<file path="config.mk">
export PLATFORM = sky130hd
export DESIGN_NAME = rx_status_trailer
export DESIGN_NICKNAME = d
export VERILOG_FILES = /design/src/rtl/rx_trailer_pkg.sv /design/src/rtl/rx_frame_stats.sv /design/src/rtl/rx_trailer_seq.sv /design/src/rtl/rx_status_trailer.sv
export SDC_FILE = /design/constraint.sdc
export NUM_CORES = 1
export LEC_CHECK = 0
export BUFFER_PORTS_ARGS = -buffer_cell sky130_fd_sc_hd__buf_4
export CAP_MARGIN = 20
export CORE_MARGIN = 3
export CORE_UTILIZATION = 35
export CTS_CLUSTER_DIAMETER = 50
export DETAILED_ROUTE_END_ITERATION = 7
export GPL_ROUTABILITY_DRIVEN = 0
export HOLD_SLACK_MARGIN = 0.08
export PLACE_DENSITY = 0.61
export SLEW_MARGIN = 20
export SYNTH_ARGS = -nofsm -noshare
export SYNTH_HDL_FRONTEND = slang
export SYNTH_SLANG_ARGS = --single-unit
export TNS_END_PERCENT = 1
</file>
<file path="constraint.sdc">
create_clock -name clk -period 2 [get_ports clk]
set_clock_uncertainty 0.05 [all_clocks]
set_input_delay 0.4 -clock clk [delete_from_list [all_inputs] [get_ports clk]]
set_output_delay 0.4 -clock clk [all_outputs]
set_load 0.005 [all_outputs]
</file>
<file path="src/rtl/rx_trailer_pkg.sv">
// Package: shared widths and the status word packing for the trailer appender.
// Assumes byte-wide stream and a 16-bit word of flags over length.
package rx_trailer_pkg;
    localparam int LEN_W    = 12;
    localparam int FLAG_N   = 4;
    localparam int WORD_W   = LEN_W + FLAG_N;
    localparam int TRL_N    = 4;
    localparam int IDX_W    = $clog2(TRL_N);

    // Flag positions inside the flag nibble (bit 3 lands at word bit 15).
    localparam int FL_OVF   = 3;
    localparam int FL_COL   = 2;
    localparam int FL_FRM   = 1;
    localparam int FL_FCS   = 0;

    typedef logic [FLAG_N-1:0] flags_t;
    typedef logic [LEN_W-1:0]  len_t;

    // Pack flags above the length field.
    function automatic logic [WORD_W-1:0] pack_word(flags_t f, len_t n);
        return {f, n};
    endfunction
endpackage

</file>
<file path="src/rtl/rx_frame_stats.sv">
// Module: per-frame length counter and sticky error flags.
// Counts accepted bytes with saturation, ORs error pulses while not frozen,
// and clears both when the trailer completes. Assumes clear and count_en
// are never both high.
module rx_frame_stats
    import rx_trailer_pkg::*;
(
    input  logic   clk,
    input  logic   rst_n,
    input  logic   count_en,
    input  logic   freeze,
    input  logic   clear,
    input  flags_t err_pulse,
    output len_t   len_q,
    output flags_t flags_q
);
    localparam len_t LEN_MAX = '1;

    // Saturating byte counter.
    always_ff @(posedge clk) begin
        if (!rst_n || clear)
            len_q <= '0;
        else if (count_en && len_q != LEN_MAX)
            len_q <= len_q + len_t'(1);
    end

    // Sticky error flags, frozen while the trailer is pending.
    always_ff @(posedge clk) begin
        if (!rst_n || clear)
            flags_q <= '0;
        else if (!freeze)
            flags_q <= flags_q | err_pulse;
    end

    AST_LEN_SAT: assert property (@(posedge clk) disable iff (!rst_n)
        (len_q == LEN_MAX && !clear) |=> len_q == LEN_MAX) else $error("len wrapped");
    AST_FLAGS_FROZEN: assert property (@(posedge clk) disable iff (!rst_n)
        (freeze && !clear) |=> $stable(flags_q)) else $error("flags moved");
    AST_CLEAR_ZERO: assert property (@(posedge clk) disable iff (!rst_n)
        clear |=> (len_q == '0 && flags_q == '0)) else $error("not cleared");
endmodule

</file>
<file path="src/rtl/rx_trailer_seq.sv">
// Module: trailer sequencer. Enters trailer mode when the final frame byte
// is accepted, steps a byte index on each downstream handshake and leaves
// after the last trailer byte. Assumes start only arrives in pass-through.
module rx_trailer_seq
    import rx_trailer_pkg::*;
(
    input  logic             clk,
    input  logic             rst_n,
    input  logic             start,
    input  logic             out_ready,
    output logic             active,
    output logic [IDX_W-1:0] idx,
    output logic             done
);
    localparam logic [IDX_W-1:0] IDX_END = IDX_W'(TRL_N - 1);

    // Trailer completes when the final trailer byte is handed over.
    always_comb done = active && out_ready && idx == IDX_END;

    // Mode and byte index registers.
    always_ff @(posedge clk) begin
        if (!rst_n) begin
            active <= 1'b0;
            idx    <= '0;
        end else if (!active) begin
            active <= start;
            idx    <= '0;
        end else if (out_ready) begin
            active <= !done;
            idx    <= done ? '0 : idx + 1'b1;
        end
    end

    AST_START_TRL: assert property (@(posedge clk) disable iff (!rst_n)
        (start && !active) |=> (active && idx == '0)) else $error("no trailer");
    AST_TRL_HOLD: assert property (@(posedge clk) disable iff (!rst_n)
        (active && !out_ready) |=> (active && $stable(idx))) else $error("advanced while stalled");
    AST_TRL_EXIT: assert property (@(posedge clk) disable iff (!rst_n)
        done |=> !active) else $error("trailer overran");
endmodule

</file>
<file path="src/rtl/rx_status_trailer.sv">
// Module: top of the receive status trailer appender. Passes frame bytes
// through combinationally, drops the input end marker and appends four
// status bytes (word low, word high, runt count, collision count).
// Assumes upstream holds a byte stable until it is accepted.
module rx_status_trailer
    import rx_trailer_pkg::*;
#(
    parameter int STAT_W = 8
) (
    input  logic              clk,
    input  logic              rst_n,
    input  logic [7:0]        in_data,
    input  logic              in_valid,
    input  logic              in_last,
    output logic              in_ready,
    input  logic              err_overflow,
    input  logic              err_collision,
    input  logic              err_framing,
    input  logic              err_fcs,
    input  logic [STAT_W-1:0] runt_count,
    input  logic [STAT_W-1:0] coll_count,
    output logic [7:0]        out_data,
    output logic              out_valid,
    output logic              out_last,
    input  logic              out_ready
);
    logic              active, done, accept, accept_end;
    logic [IDX_W-1:0]  idx;
    len_t              len_q;
    flags_t            flags_q, err_vec;
    logic [WORD_W-1:0] word;
    logic [STAT_W-1:0] runt_snap, coll_snap;

    // Collect the error pulses into the flag vector.
    always_comb begin
        err_vec         = '0;
        err_vec[FL_OVF] = err_overflow;
        err_vec[FL_COL] = err_collision;
        err_vec[FL_FRM] = err_framing;
        err_vec[FL_FCS] = err_fcs;
    end

    // Input handshake: blocked while the trailer is pending.
    always_comb begin
        in_ready   = out_ready && !active;
        accept     = in_valid && in_ready;
        accept_end = accept && in_last;
    end

    rx_frame_stats u_stats (
        .clk       (clk),
        .rst_n     (rst_n),
        .count_en  (accept),
        .freeze    (active),
        .clear     (done),
        .err_pulse (err_vec),
        .len_q     (len_q),
        .flags_q   (flags_q)
    );

    rx_trailer_seq u_seq (
        .clk       (clk),
        .rst_n     (rst_n),
        .start     (accept_end),
        .out_ready (out_ready),
        .active    (active),
        .idx       (idx),
        .done      (done)
    );

    // Capture the statistics counters on the final frame byte.
    always_ff @(posedge clk) begin
        if (!rst_n) begin
            runt_snap <= '0;
            coll_snap <= '0;
        end else if (accept_end) begin
            runt_snap <= runt_count;
            coll_snap <= coll_count;
        end
    end

    always_comb word = pack_word(flags_q, len_q);

    // Output mux: frame bytes in pass-through, status bytes in trailer.
    always_comb begin
        if (!active) begin
            out_valid = in_valid;
            out_data  = in_data;
            out_last  = 1'b0;
        end else begin
            out_valid = 1'b1;
            out_last  = (idx == IDX_W'(TRL_N - 1));
            case (idx)
                2'd0:    out_data = word[7:0];
                2'd1:    out_data = word[15:8];
                2'd2:    out_data = 8'(runt_snap);
                default: out_data = 8'(coll_snap);
            endcase
        end
    end

    AST_SNAP_STABLE: assert property (@(posedge clk) disable iff (!rst_n)
        (active && !done) |=> ($stable(runt_snap) && $stable(coll_snap))) else $error("snapshot moved");
    AST_NO_LAST_PASS: assert property (@(posedge clk) disable iff (!rst_n)
        (!active) |-> !out_last) else $error("end marker forwarded");
    AST_OUT_HELD: assert property (@(posedge clk) disable iff (!rst_n)
        (active && !out_ready) |=> (out_valid && $stable(out_data))) else $error("trailer byte changed");
    AST_IN_BLOCKED: assert property (@(posedge clk) disable iff (!rst_n)
        (active && in_valid) |=> $stable(len_q) || !active) else $error("input taken in trailer");
endmodule

</file>
==> results.py, run 1 <==
metrics = {
    "layout": {
        "final_nets": 301,
        "layout-drive-gt1-share_pct": 30.8,
        "num_antenna_cells": 0,
        "areaGrowthSynthToFinish_pct": 33.1,
        "fin_cells": 330,
        "fillers": 492,
    },
    "clocking": {
        "htreeDepth": 2,
        "cts.sinks": 35,
        "cts_root_buf": "clkbuf_8",
        "insertion_delay_ns": 0.28,
        "tritoncts": "yes",
        "cts-buffers-inserted": 5,
        "cts.hold.buffers_added": 0,
        "clock_path_buffers": 2,
        "cts.clk_slew.worst_paths_ns": 0.07,
    },
    "route": {
        "dr_total_vias": 1734,
        "drt_iter0_drc": 111,
        "drc_errors": 0,
        "vias_per_cell": 5.25,
        "wirelength_mm": 4.76,
        "wire_per_inst_um": 14.4,
        "dr.pass1.iters": 8,
        "postRouteAntennaNets": 0,
    },
    "logic_synthesis": {
        "netlist_top_cells_count": "47 x nand2_1, 35 x dfxtp_1, 25 x a21oi_1",
        "ys_ff_latch": 35,
        "syn_nets": 253,
        "synth_edf_count": 0,
        "synth_area_leaders": "dfxtp_1 40%, nand2_1 10%, a21oi_1 7.1%",
        "synth_compound_area_share_pct": 20.7,
        "synth.avg_cell_area_sq_um": 8.21,
        "syn_area_sq_um": 1760,
        "yosysTopAreaCellShare_pct": 39.9,
        "synth_mux_area_share_pct": 6.84,
        "yosysTopAreaCell": "dfxtp_1",
        "yosysMostFrequentCell": "nand2_1",
        "seq_area_frac_synth_pct": 39.9,
        "synth-simple-area-share_pct": 23.2,
        "synth-adder-area-share_pct": 4.27,
        "synth_warnings": 0,
        "syn_inst": 214,
        "synth_xor_xnor_area_share_pct": 0.997,
        "async_flop_share_pct": 0,
        "ys_types": 38,
        "synth_top_family_by_area": "simple AND/OR/NAND/NOR gates",
        "synth-main-ff-cell": "dfxtp_1",
    },
    "global_routing": {
        "grt_max_degree": 19,
        "grt_pass1_vias": 1691,
        "use_met2_pct": 27.9,
        "antenna_found_initial": 0,
        "use_met3_pct": 3.52,
        "grt_pass1_wl_mm": 8.00,
        "gr-usage-met1_pct": 21.5,
        "grt.busiest_layer": "met2",
        "grt_usage_pct": 16.8,
        "overflow": 0,
    },
    "sta": {
        "setup_slack_ns": -0.205,
        "drv_slew": 0,
        "fmax_mhz": 454,
        "rsz0062_at_grt": "true",
        "final_hold_viol_count": 0,
        "finalCritPeriodShare_pct": 110,
        "worst_hold_slack_ns": 0.304,
        "tightest_slew_ns": 0.466,
        "period_needed_ns": 2.20,
        "slew_headroom_pct": 68.6,
        "setup_violations": 8,
    },
    "critical_path": {
        "r2r_setup_slack_ns": 0.32,
        "arrival_ns": 1.75,
        "cp.required_ns": 1.55,
        "crit_cells": 6,
        "r2r_end": "u_stats.len_q[0]$_SDFFE_PP0P_",
        "path_delay_family": "compound AO/OA/AOI/OAI gates",
        "critPathMaxFanout": 8,
        "end_kind": "primary output",
        "slowest_delay_ns": 0.39,
        "r2r-start": "u_stats.len_q[3]$_SDFFE_PP0P_",
        "worst-path-buf-inv": 2,
        "cp-start-kind": "flip-flop",
        "critical_path_class": "flip-flop to primary output",
        "r2r.worst_path.cells": 4,
        "crit_chain": "inv_2, ha_4, a222oi_1, o21ai_1, mux2_4, buf_6",
        "cpMaxStageDelayCell": "a222oi_1",
    },
    "power_and_ir_drop": {
        "ir_drop_mv": 0.228,
        "p_per_area_nw_per_um2": 630,
        "p_leak_nw": 0.925,
    },
    "placed_design": {
        "dp_hpwl_mm": 3.62,
        "dp.cells": 321,
        "port_buffers": 43,
    },
    "min_path": {
        "hp-start": "err_framing",
        "hold_path_class": "input pin to flip-flop",
        "whs_path_depth": 3,
        "worstHoldEndpoint": "u_stats.flags_q[1]$_SDFFE_PP0N_",
    },
    "run_status": {
        "status": "complete, but fails checks",
        "violations": "negative setup slack",
    },
    "floorplan": {
        "rows": 25,
        "ios": 44,
        "initial_core_util_pct": 36.7,
        "die-area_sq_um": 5910,
        "core_sq_um": 4790,
        "fp.dieH_um": 76.8,
        "die_x_um": 76.8,
    },
    "job": {
        "cap_violations": 0,
    },
}
worst register-to-register path: stages, from the launching register on:
cell	delay, ns
dfxtp_1	0.47
nand4_1	0.25
o41ai_2	0.58
xor2_1	0.19
nor2_1	0.05
how the worst max path moves through the flow:
stage                        endpoint                      start
after floorplan           out_data[0]  u_seq.idx[0]$_SDFFE_PN0P_
after global placement    out_data[1]  u_seq.idx[0]$_SDFFE_PN0P_
after detailed placement  out_data[5]  u_seq.idx[0]$_SDFFE_PN0P_
after CTS                 out_data[5]  u_seq.idx[0]$_SDFFE_PN0P_
after global routing      out_data[5]  u_seq.idx[0]$_SDFFE_PN0P_
final                     out_data[5]  u_seq.idx[0]$_SDFFE_PN0P_
cell families after synthesis:
group | after synthesis
and+or+nand+nor | 86
AOI/OAI and AO/OA | 57
muxes | 11
DFF | 35
adders and majority gates | 6
buffers and inverters | 17
xor gates and xnor gates | 2
per-stage QoR:
step / power, W / setup slack, ns / setup TNS [ns] / util [%] / cell area (sq um)
floorplan: 0.000828 / 0.0783 / 0 / - / 1760
global placement: 0.000926 / -0.0441 / -0.191 / 45.6 / 2180
detailed placement: 0.000927 / -0.102 / -0.480 / 45.6 / 2180
CTS: 0.00149 / -0.219 / -1.45 / 48.8 / 2330
global route: 0.00153 / -0.302 / -2.11 / 48.9 / 2340
finish: 0.00147 / -0.205 / -1.41 / 48.9 / 2340
layout make-up:
type | instances | area, sq um | share of cell area (%)
Tap cell | 67 | 83.8 | 3.58
Timing Repair Buffer | 54 | 413 | 17.7
Clock buffer | 8 | 100 | 4.28
Multi-Input combinational cell | 162 | 1020 | 43.7
Inverter | 4 | 15.0 | 0.642
Sequential cell | 35 | 706 | 30.2
power breakdown:
group	switching [W]	total, W	internal (W)
logic	0.0000775	0.000183	0.000106
registers	0.0000154	0.000733	0.000718
clock network	0.000244	0.000558	0.000314
layout by cell type, fill, tap and decap left out, types with 3 or more instances in the layout:
| cell | instances |
|---|---|
| a21oi_1 | 25 |
| a222oi_1 | 8 |
| and2_1 | 5 |
| buf_4 | 52 |
| clkbuf_8 | 7 |
| dfxtp_1 | 33 |
| mux2_2 | 6 |
| mux2i_1 | 3 |
| nand2_1 | 47 |
| nand3_1 | 4 |
| nand4_1 | 3 |
| nor2_1 | 9 |
| nor2b_1 | 3 |
| nor3_1 | 4 |
| o21ai_0 | 4 |
| o21ai_1 | 8 |
layer usage:
metal | vias to the layer above | part of all wire, %
met1 | 812 | 45
li1 | 861 | -
met4 | 0 | 1.1
met2 | 56 | 49
met5 | - | 0
met3 | 5 | 5.4
registers in the layout, summed over array words and instances, names as in the netlist:
register	count
u_stats.len_q	12
runt_snap	8
u_seq.idx	2
u_stats.flags_q	4
coll_snap	8
u_seq.active	1
what timing repair did:
action | CTS | global route
pin swaps | 11 | 3
setup buffers | 1 | 0
gates cloned | 0 | 0
setup endpoints to repair | 8 | 8
gates resized for setup | 21 | 1
Power figures use the tool's default switching activity.
==> inputs of run 2 (changes only) <==
--- a/config.mk
+++ b/config.mk
@@ -7,13 +7,15 @@
 export LEC_CHECK = 0
 export BUFFER_PORTS_ARGS = -buffer_cell sky130_fd_sc_hd__buf_4
 export CAP_MARGIN = 20
+export CELL_PAD_IN_SITES_DETAIL_PLACEMENT = 0
+export CELL_PAD_IN_SITES_GLOBAL_PLACEMENT = 2
 export CORE_MARGIN = 3
-export CORE_UTILIZATION = 35
+export CORE_UTILIZATION = 32
 export CTS_CLUSTER_DIAMETER = 50
 export DETAILED_ROUTE_END_ITERATION = 7
 export GPL_ROUTABILITY_DRIVEN = 0
 export HOLD_SLACK_MARGIN = 0.08
-export PLACE_DENSITY = 0.61
+export PLACE_DENSITY = 0.85
 export SLEW_MARGIN = 20
 export SYNTH_ARGS = -nofsm -noshare
 export SYNTH_HDL_FRONTEND = slang
==> constraint.sdc (replaced) <==
create_clock -name clk -period 2.6 [get_ports clk]
set_clock_uncertainty 0.05 [all_clocks]
set_input_delay 0.52 -clock clk [delete_from_list [all_inputs] [get_ports clk]]
set_output_delay 0.52 -clock clk [all_outputs]
set_load 0.005 [all_outputs]
==> run 2 against run 1 <==
Routed wire length decreased by 2.0%. Critical endpoint is now out_data[0]. Worst setup slack better by 0.34 ns. First-iteration DRC count decreased by 6.3%. Count of clock-buffer cells in the layout fell by 2. Global-route usage down 1.1 points. Sequential share of layout area is 1.7 points higher. Clock power fell by 36%. Combinational power down 31%. The flow now finishes without violations.
==> results.py, run 2 (synthesized netlist as in run 1, its figures left out) <==
metrics = {
    "clocking": {
        "htreeDepth": 2,
        "insertion_delay_ns": 0.28,
        "cts-buffers-inserted": 5,
        "tritoncts": "yes",
        "cts.hold.buffers_added": 0,
        "clock_path_buffers": 2,
        "cts_root_buf": "clkbuf_8",
        "cts.sinks": 35,
        "post-cts-setup-buffers": 0,
        "cts.clk_slew.worst_paths_ns": 0.06,
    },
    "min_path": {
        "hold_path_class": "flip-flop to flip-flop",
        "whs_path_depth": 2,
    },
    "run_status": {
        "status": "finished, final reports clean",
    },
    "critical_path": {
        "critPathMaxFanout": 8,
        "end_kind": "primary output",
        "cp-start-kind": "flip-flop",
        "crit_chain": "inv_1, ha_2, a222oi_1, o21ai_0, mux2_2, buf_4",
        "slowest_delay_ns": 0.38,
        "critical_path_class": "flip-flop to primary output",
        "cp.required_ns": 2.03,
        "cpMaxStageDelayCell": "dfxtp_2",
        "r2r_setup_slack_ns": 0.65,
        "r2r.worst_path.cells": 4,
        "arrival_ns": 1.89,
    },
    "layout": {
        "areaGrowthSynthToFinish_pct": 25.6,
        "regArea_sq_um": 703,
        "fillers": 567,
        "largest_reg_flops": 12,
        "multi_input_area_sq_um": 991,
        "layout-drive-gt1-share_pct": 26.6,
        "final_cell_mix": "47 x nand2_1, 45 x buf_4, 33 x dfxtp_1",
        "top_register": "u_stats.len_q",
        "num_antenna_cells": 0,
        "final_common_cell": "nand2_1",
        "final_nets": 292,
        "top_regs": "u_stats.len_q (12), coll_snap (8), runt_snap (8)",
    },
    "route": {
        "wirelength_mm": 4.67,
        "m1WireLength_mm": 2.25,
        "vias_per_cell": 5.10,
        "dr_wl_met2_mm": 2.06,
        "wire_per_inst_um": 14.5,
        "drc_errors": 0,
        "met3WireLength_um": 331,
        "drt_iter0_drc": 104,
        "dr.pass1.iters": 5,
        "dr_total_vias": 1643,
        "top_layer": "met4",
        "postRouteAntennaNets": 0,
    },
    "sta": {
        "drv_slew": 0,
        "fin_setup_tns_ns": 0,
        "tightest_slew_ns": 0.603,
        "setup_violations": 0,
        "setup_slack_ns": 0.136,
        "finalCritPeriodShare_pct": 94.8,
        "final_hold_viol_count": 0,
        "rsz0062_at_grt": "false",
        "fmax_mhz": 406,
        "slew_headroom_pct": 59.8,
        "period_needed_ns": 2.46,
    },
    "placed_design": {
        "dp_hpwl_mm": 3.43,
        "place_ws_ns": 0.328,
        "port_buffers": 43,
    },
    "power_and_ir_drop": {
        "power.total_w": 0.00105,
        "p_per_area_nw_per_um2": 477,
        "ir_drop_mv": 0.201,
        "p_leak_nw": 0.851,
    },
    "floorplan": {
        "rows": 26,
        "die-area_sq_um": 6410,
        "core_sq_um": 5200,
        "initial_core_util_pct": 33.8,
        "ios": 44,
        "fp.dieH_um": 80.1,
        "die_x_um": 80.1,
    },
    "global_routing": {
        "grt_usage_pct": 15.6,
        "grt_max_degree": 20,
        "antenna_found_initial": 0,
        "overflow": 0,
        "grt_pass1_wl_mm": 7.81,
        "grt_pass1_vias": 1659,
    },
    "job": {
        "cap_violations": 0,
    },
}
==> run 2: worst max-delay path: cells and delay by family (launching register included) <==
family | cells | cell delay (ns)
AO/OA/AOI/OAI | 2 | 0.48
adder cells (fa/ha/maj) | 1 | 0.24
buffers and inverters | 2 | 0.21
flip-flops | 1 | 0.38
multiplexers | 1 | 0.30
==> run 2: metrics by stage <==
stage	cells	instance area, sq um	utilization, %	hold WS (ns)
global route	322	2210	42.4	0.416
detailed placement	316	2120	40.8	0.400
global placement	316	2120	40.8	0.397
finish	322	2210	42.4	0.408
floorplan	214	1760	-	0.386
CTS	322	2200	42.2	0.409
==> run 2: timing repair <==
action                                 CTS  global route
endpoints found under the hold margin    0             0
setup endpoints to repair                0             8
gates resized for setup                  0             6
==> run 2: power by group <==
| part | leakage (nW) | internal [W] | switching [W] | total (W) |
|---|---|---|---|---|
| Combinational | 0.529 | 0.0000738 | 0.0000531 | 0.000127 |
| Clock | 0.0371 | 0.000178 | 0.000179 | 0.000357 |
| Sequential | 0.286 | 0.000553 | 0.0000147 | 0.000568 |
==> run 2: cell type report <==
cell class,count,share of cell area (%)
multi-input cells,162,44.9
flip-flops and latches,35,31.9
repair buffers,45,15.3
well taps,70,3.97
clock buffers,6,3.29
inverters,4,0.680
==> run 2: routing by layer <==
layer,vias up,GRT usage [%]
met5,-,0
met3,2,4.15
met4,0,4.05
li1,843,-
met1,750,20.4
met2,48,25.4
==> run 2: path summary, 6_finish.rpt <==
path                                                 from                         to
worst max-delay path            u_seq.idx[0]$_SDFFE_PN0P_                out_data[0]
worst min-delay path            coll_snap[7]$_SDFFE_PN0P_  coll_snap[7]$_SDFFE_PN0P_
worst max register to register    u_seq.active$_SDFF_PN0_  coll_snap[3]$_SDFFE_PN0P_
worst min register to register  coll_snap[7]$_SDFFE_PN0P_  coll_snap[7]$_SDFFE_PN0P_
==> inputs of run 3 (changes only) <==
--- a/config.mk
+++ b/config.mk
@@ -5,17 +5,19 @@
 export SDC_FILE = /design/constraint.sdc
 export NUM_CORES = 1
 export LEC_CHECK = 0
-export BUFFER_PORTS_ARGS = -buffer_cell sky130_fd_sc_hd__buf_4
 export CAP_MARGIN = 20
 export CELL_PAD_IN_SITES_DETAIL_PLACEMENT = 0
 export CELL_PAD_IN_SITES_GLOBAL_PLACEMENT = 2
 export CORE_MARGIN = 3
-export CORE_UTILIZATION = 32
+export CORE_UTILIZATION = 35
 export CTS_CLUSTER_DIAMETER = 50
+export CTS_CLUSTER_SIZE = 30
 export DETAILED_ROUTE_END_ITERATION = 7
+export DONT_BUFFER_PORTS = 1
 export GPL_ROUTABILITY_DRIVEN = 0
 export HOLD_SLACK_MARGIN = 0.08
-export PLACE_DENSITY = 0.85
+export PLACE_DENSITY = 0.78
+export SETUP_SLACK_MARGIN = 0.15
 export SLEW_MARGIN = 20
 export SYNTH_ARGS = -nofsm -noshare
 export SYNTH_HDL_FRONTEND = slang
==> run 3 against run 2 <==
Count of clock-buffer cells in the layout grew 1. Critical path depth is 1 lower. Largest cell class unchanged. Worst setup slack improved by 0.10 ns. Utilization is 2.8 points lower. Final cell count fell by 14%. Critical endpoint is now out_data[3]. Routed wire length shrank 3.0%. Highest routed layer unchanged. First-iteration DRC count is 32% higher. Cell area shrank 14%. Sequential power about the same.
==> results.py, run 3 (synthesized netlist as in run 1, its figures left out) <==
metrics = {
    "global_routing": {
        "grt_usage_pct": 16.3,
        "use_met2_pct": 24.7,
        "gr-usage-met1_pct": 22.1,
        "grt.busiest_layer": "met2",
        "overflow": 0,
        "grt_pass1_wl_mm": 7.62,
        "antenna_found_initial": 0,
        "grt_max_degree": 21,
        "use_met3_pct": 3.64,
        "grt_pass1_vias": 1483,
    },
    "route": {
        "wire_per_inst_um": 16.4,
        "dr.pass1.iters": 5,
        "postRouteAntennaNets": 0,
        "dr_total_vias": 1547,
        "vias_per_cell": 5.58,
        "drt_iter0_drc": 137,
        "drc_errors": 0,
        "wirelength_mm": 4.53,
    },
    "floorplan": {
        "rows": 25,
        "ios": 44,
        "core_sq_um": 4790,
        "die-area_sq_um": 5910,
        "initial_core_util_pct": 36.7,
        "die_x_um": 76.8,
        "fp.dieH_um": 76.8,
    },
    "clocking": {
        "cts-buffers-inserted": 5,
        "cts_root_buf": "clkbuf_8",
        "clock_path_buffers": 2,
        "cts.sinks": 35,
        "insertion_delay_ns": 0.29,
        "cts.clk_slew.worst_paths_ns": 0.07,
        "cts.hold.buffers_added": 0,
        "htreeDepth": 2,
        "tritoncts": "yes",
    },
    "min_path": {
        "worstHoldEndpoint": "runt_snap[7]$_SDFFE_PN0P_",
        "hold_path_class": "input pin to flip-flop",
        "whs_path_depth": 2,
        "hp-start": "runt_count[7]",
    },
    "sta": {
        "setup_slack_ns": 0.241,
        "drv_slew": 0,
        "slew_headroom_pct": 59.8,
        "fmax_mhz": 424,
        "period_needed_ns": 2.36,
        "fin_setup_tns_ns": 0,
        "finalCritPeriodShare_pct": 90.7,
        "rsz0062_at_grt": "false",
        "tightest_slew_ns": 0.598,
        "setup_violations": 0,
        "final_hold_viol_count": 0,
    },
    "layout": {
        "final_common_cell": "nand2_1",
        "fillers": 510,
        "fin_cells": 277,
        "top_register": "u_stats.len_q",
        "layout-drive-gt1-share_pct": 11.4,
        "largest_reg_flops": 12,
        "num_antenna_cells": 0,
        "final_nets": 248,
        "final_cell_mix": "47 x nand2_1, 33 x dfxtp_1, 25 x a21oi_1",
        "top_regs": "u_stats.len_q (12), coll_snap (8), runt_snap (8)",
        "areaGrowthSynthToFinish_pct": 7.83,
    },
    "job": {
        "cap_violations": 0,
    },
    "critical_path": {
        "arrival_ns": 1.79,
        "r2r-start": "u_seq.active$_SDFF_PN0_",
        "r2r_end": "u_stats.len_q[11]$_SDFFE_PP0P_",
        "critical_path_class": "flip-flop to primary output",
        "r2r_setup_slack_ns": 0.58,
        "cp.required_ns": 2.03,
        "end_kind": "primary output",
        "cp-start-kind": "flip-flop",
        "critPathMaxFanout": 8,
        "r2r.worst_path.cells": 4,
    },
    "power_and_ir_drop": {
        "p_leak_nw": 0.646,
        "p_per_area_nw_per_um2": 537,
        "ir_drop_mv": 0.251,
        "power.total_w": 0.00102,
    },
    "run_status": {
        "status": "finished, final reports clean",
    },
    "placed_design": {
        "dp.cells": 269,
        "place_ws_ns": 0.399,
        "port_buffers": 0,
        "dp_hpwl_mm": 3.41,
    },
}
run 3: cell types whose count changed in the layout (fill, tap and decap cells not counted), sizes merged:
cell / change
clkbuf: +1
buf: -44
clkinv: +1
run 3: cell type report:
class / instances / area (sq um) / share of cell area (%)
well taps: 67 / 83.8 / 4.43
clock inverters: 1 / 5.00 / 0.264
multi-input cells: 162 / 1000 / 52.8
repair buffers: 1 / 7.51 / 0.396
inverters: 4 / 15.0 / 0.793
clock buffers: 7 / 76.3 / 4.03
flip-flops and latches: 35 / 706 / 37.3
run 3: through the flow:
stage	util [%]	hold WS [ns]	area [sq um]
finish	39.6	0.315	1890
global route	39.6	0.309	1890
global placement	37.4	0.397	1790
CTS	39.2	0.303	1880
floorplan	-	0.386	1760
detailed placement	37.4	0.397	1790
run 3: worst max-delay path, cell delays in order (launching register included):
cell      delay [ns]
dfxtp_2         0.39
inv_1           0.09
ha_2            0.24
a222oi_1        0.38
o21ai_1         0.12
mux2_2          0.29
run 3: repair_timing:
item	4_1_cts	5_1_grt
setup buffers	0	0
gates resized for setup	3	5
setup endpoints to repair	8	4
gates cloned	0	0
pin swaps	1	1
run 3: worst max-delay path by stage:
stage / slack, ns / endpoint / start
final: 0.24 / out_data[3] / u_seq.idx[1]$_SDFFE_PN0P_
after detailed placement: 0.40 / out_data[3] / u_seq.idx[0]$_SDFFE_PN0P_
after global routing: 0.16 / out_data[3] / u_seq.idx[1]$_SDFFE_PN0P_
after floorplan: 0.56 / out_data[0] / u_seq.idx[0]$_SDFFE_PN0P_
after global placement: 0.46 / out_data[0] / u_seq.idx[0]$_SDFFE_PN0P_
after CTS: 0.15 / out_data[3] / u_seq.idx[1]$_SDFFE_PN0P_
run 3: power by group:
group	switching, W	internal, W	total, W
sequential	0.0000150	0.000552	0.000567
combinational	0.0000418	0.0000296	0.0000714
clock	0.000192	0.000188	0.000380
total	0.000249	0.000770	0.00102
run 3: metal layers:
| metal | routed length [um] | vias to the layer above |
|---|---|---|
| met3 | 286 | 8 |
| met5 | 0 | - |
| met2 | 2050 | 56 |
| met1 | 2110 | 725 |
| li1 | - | 758 |
| met4 | 80 | 0 |
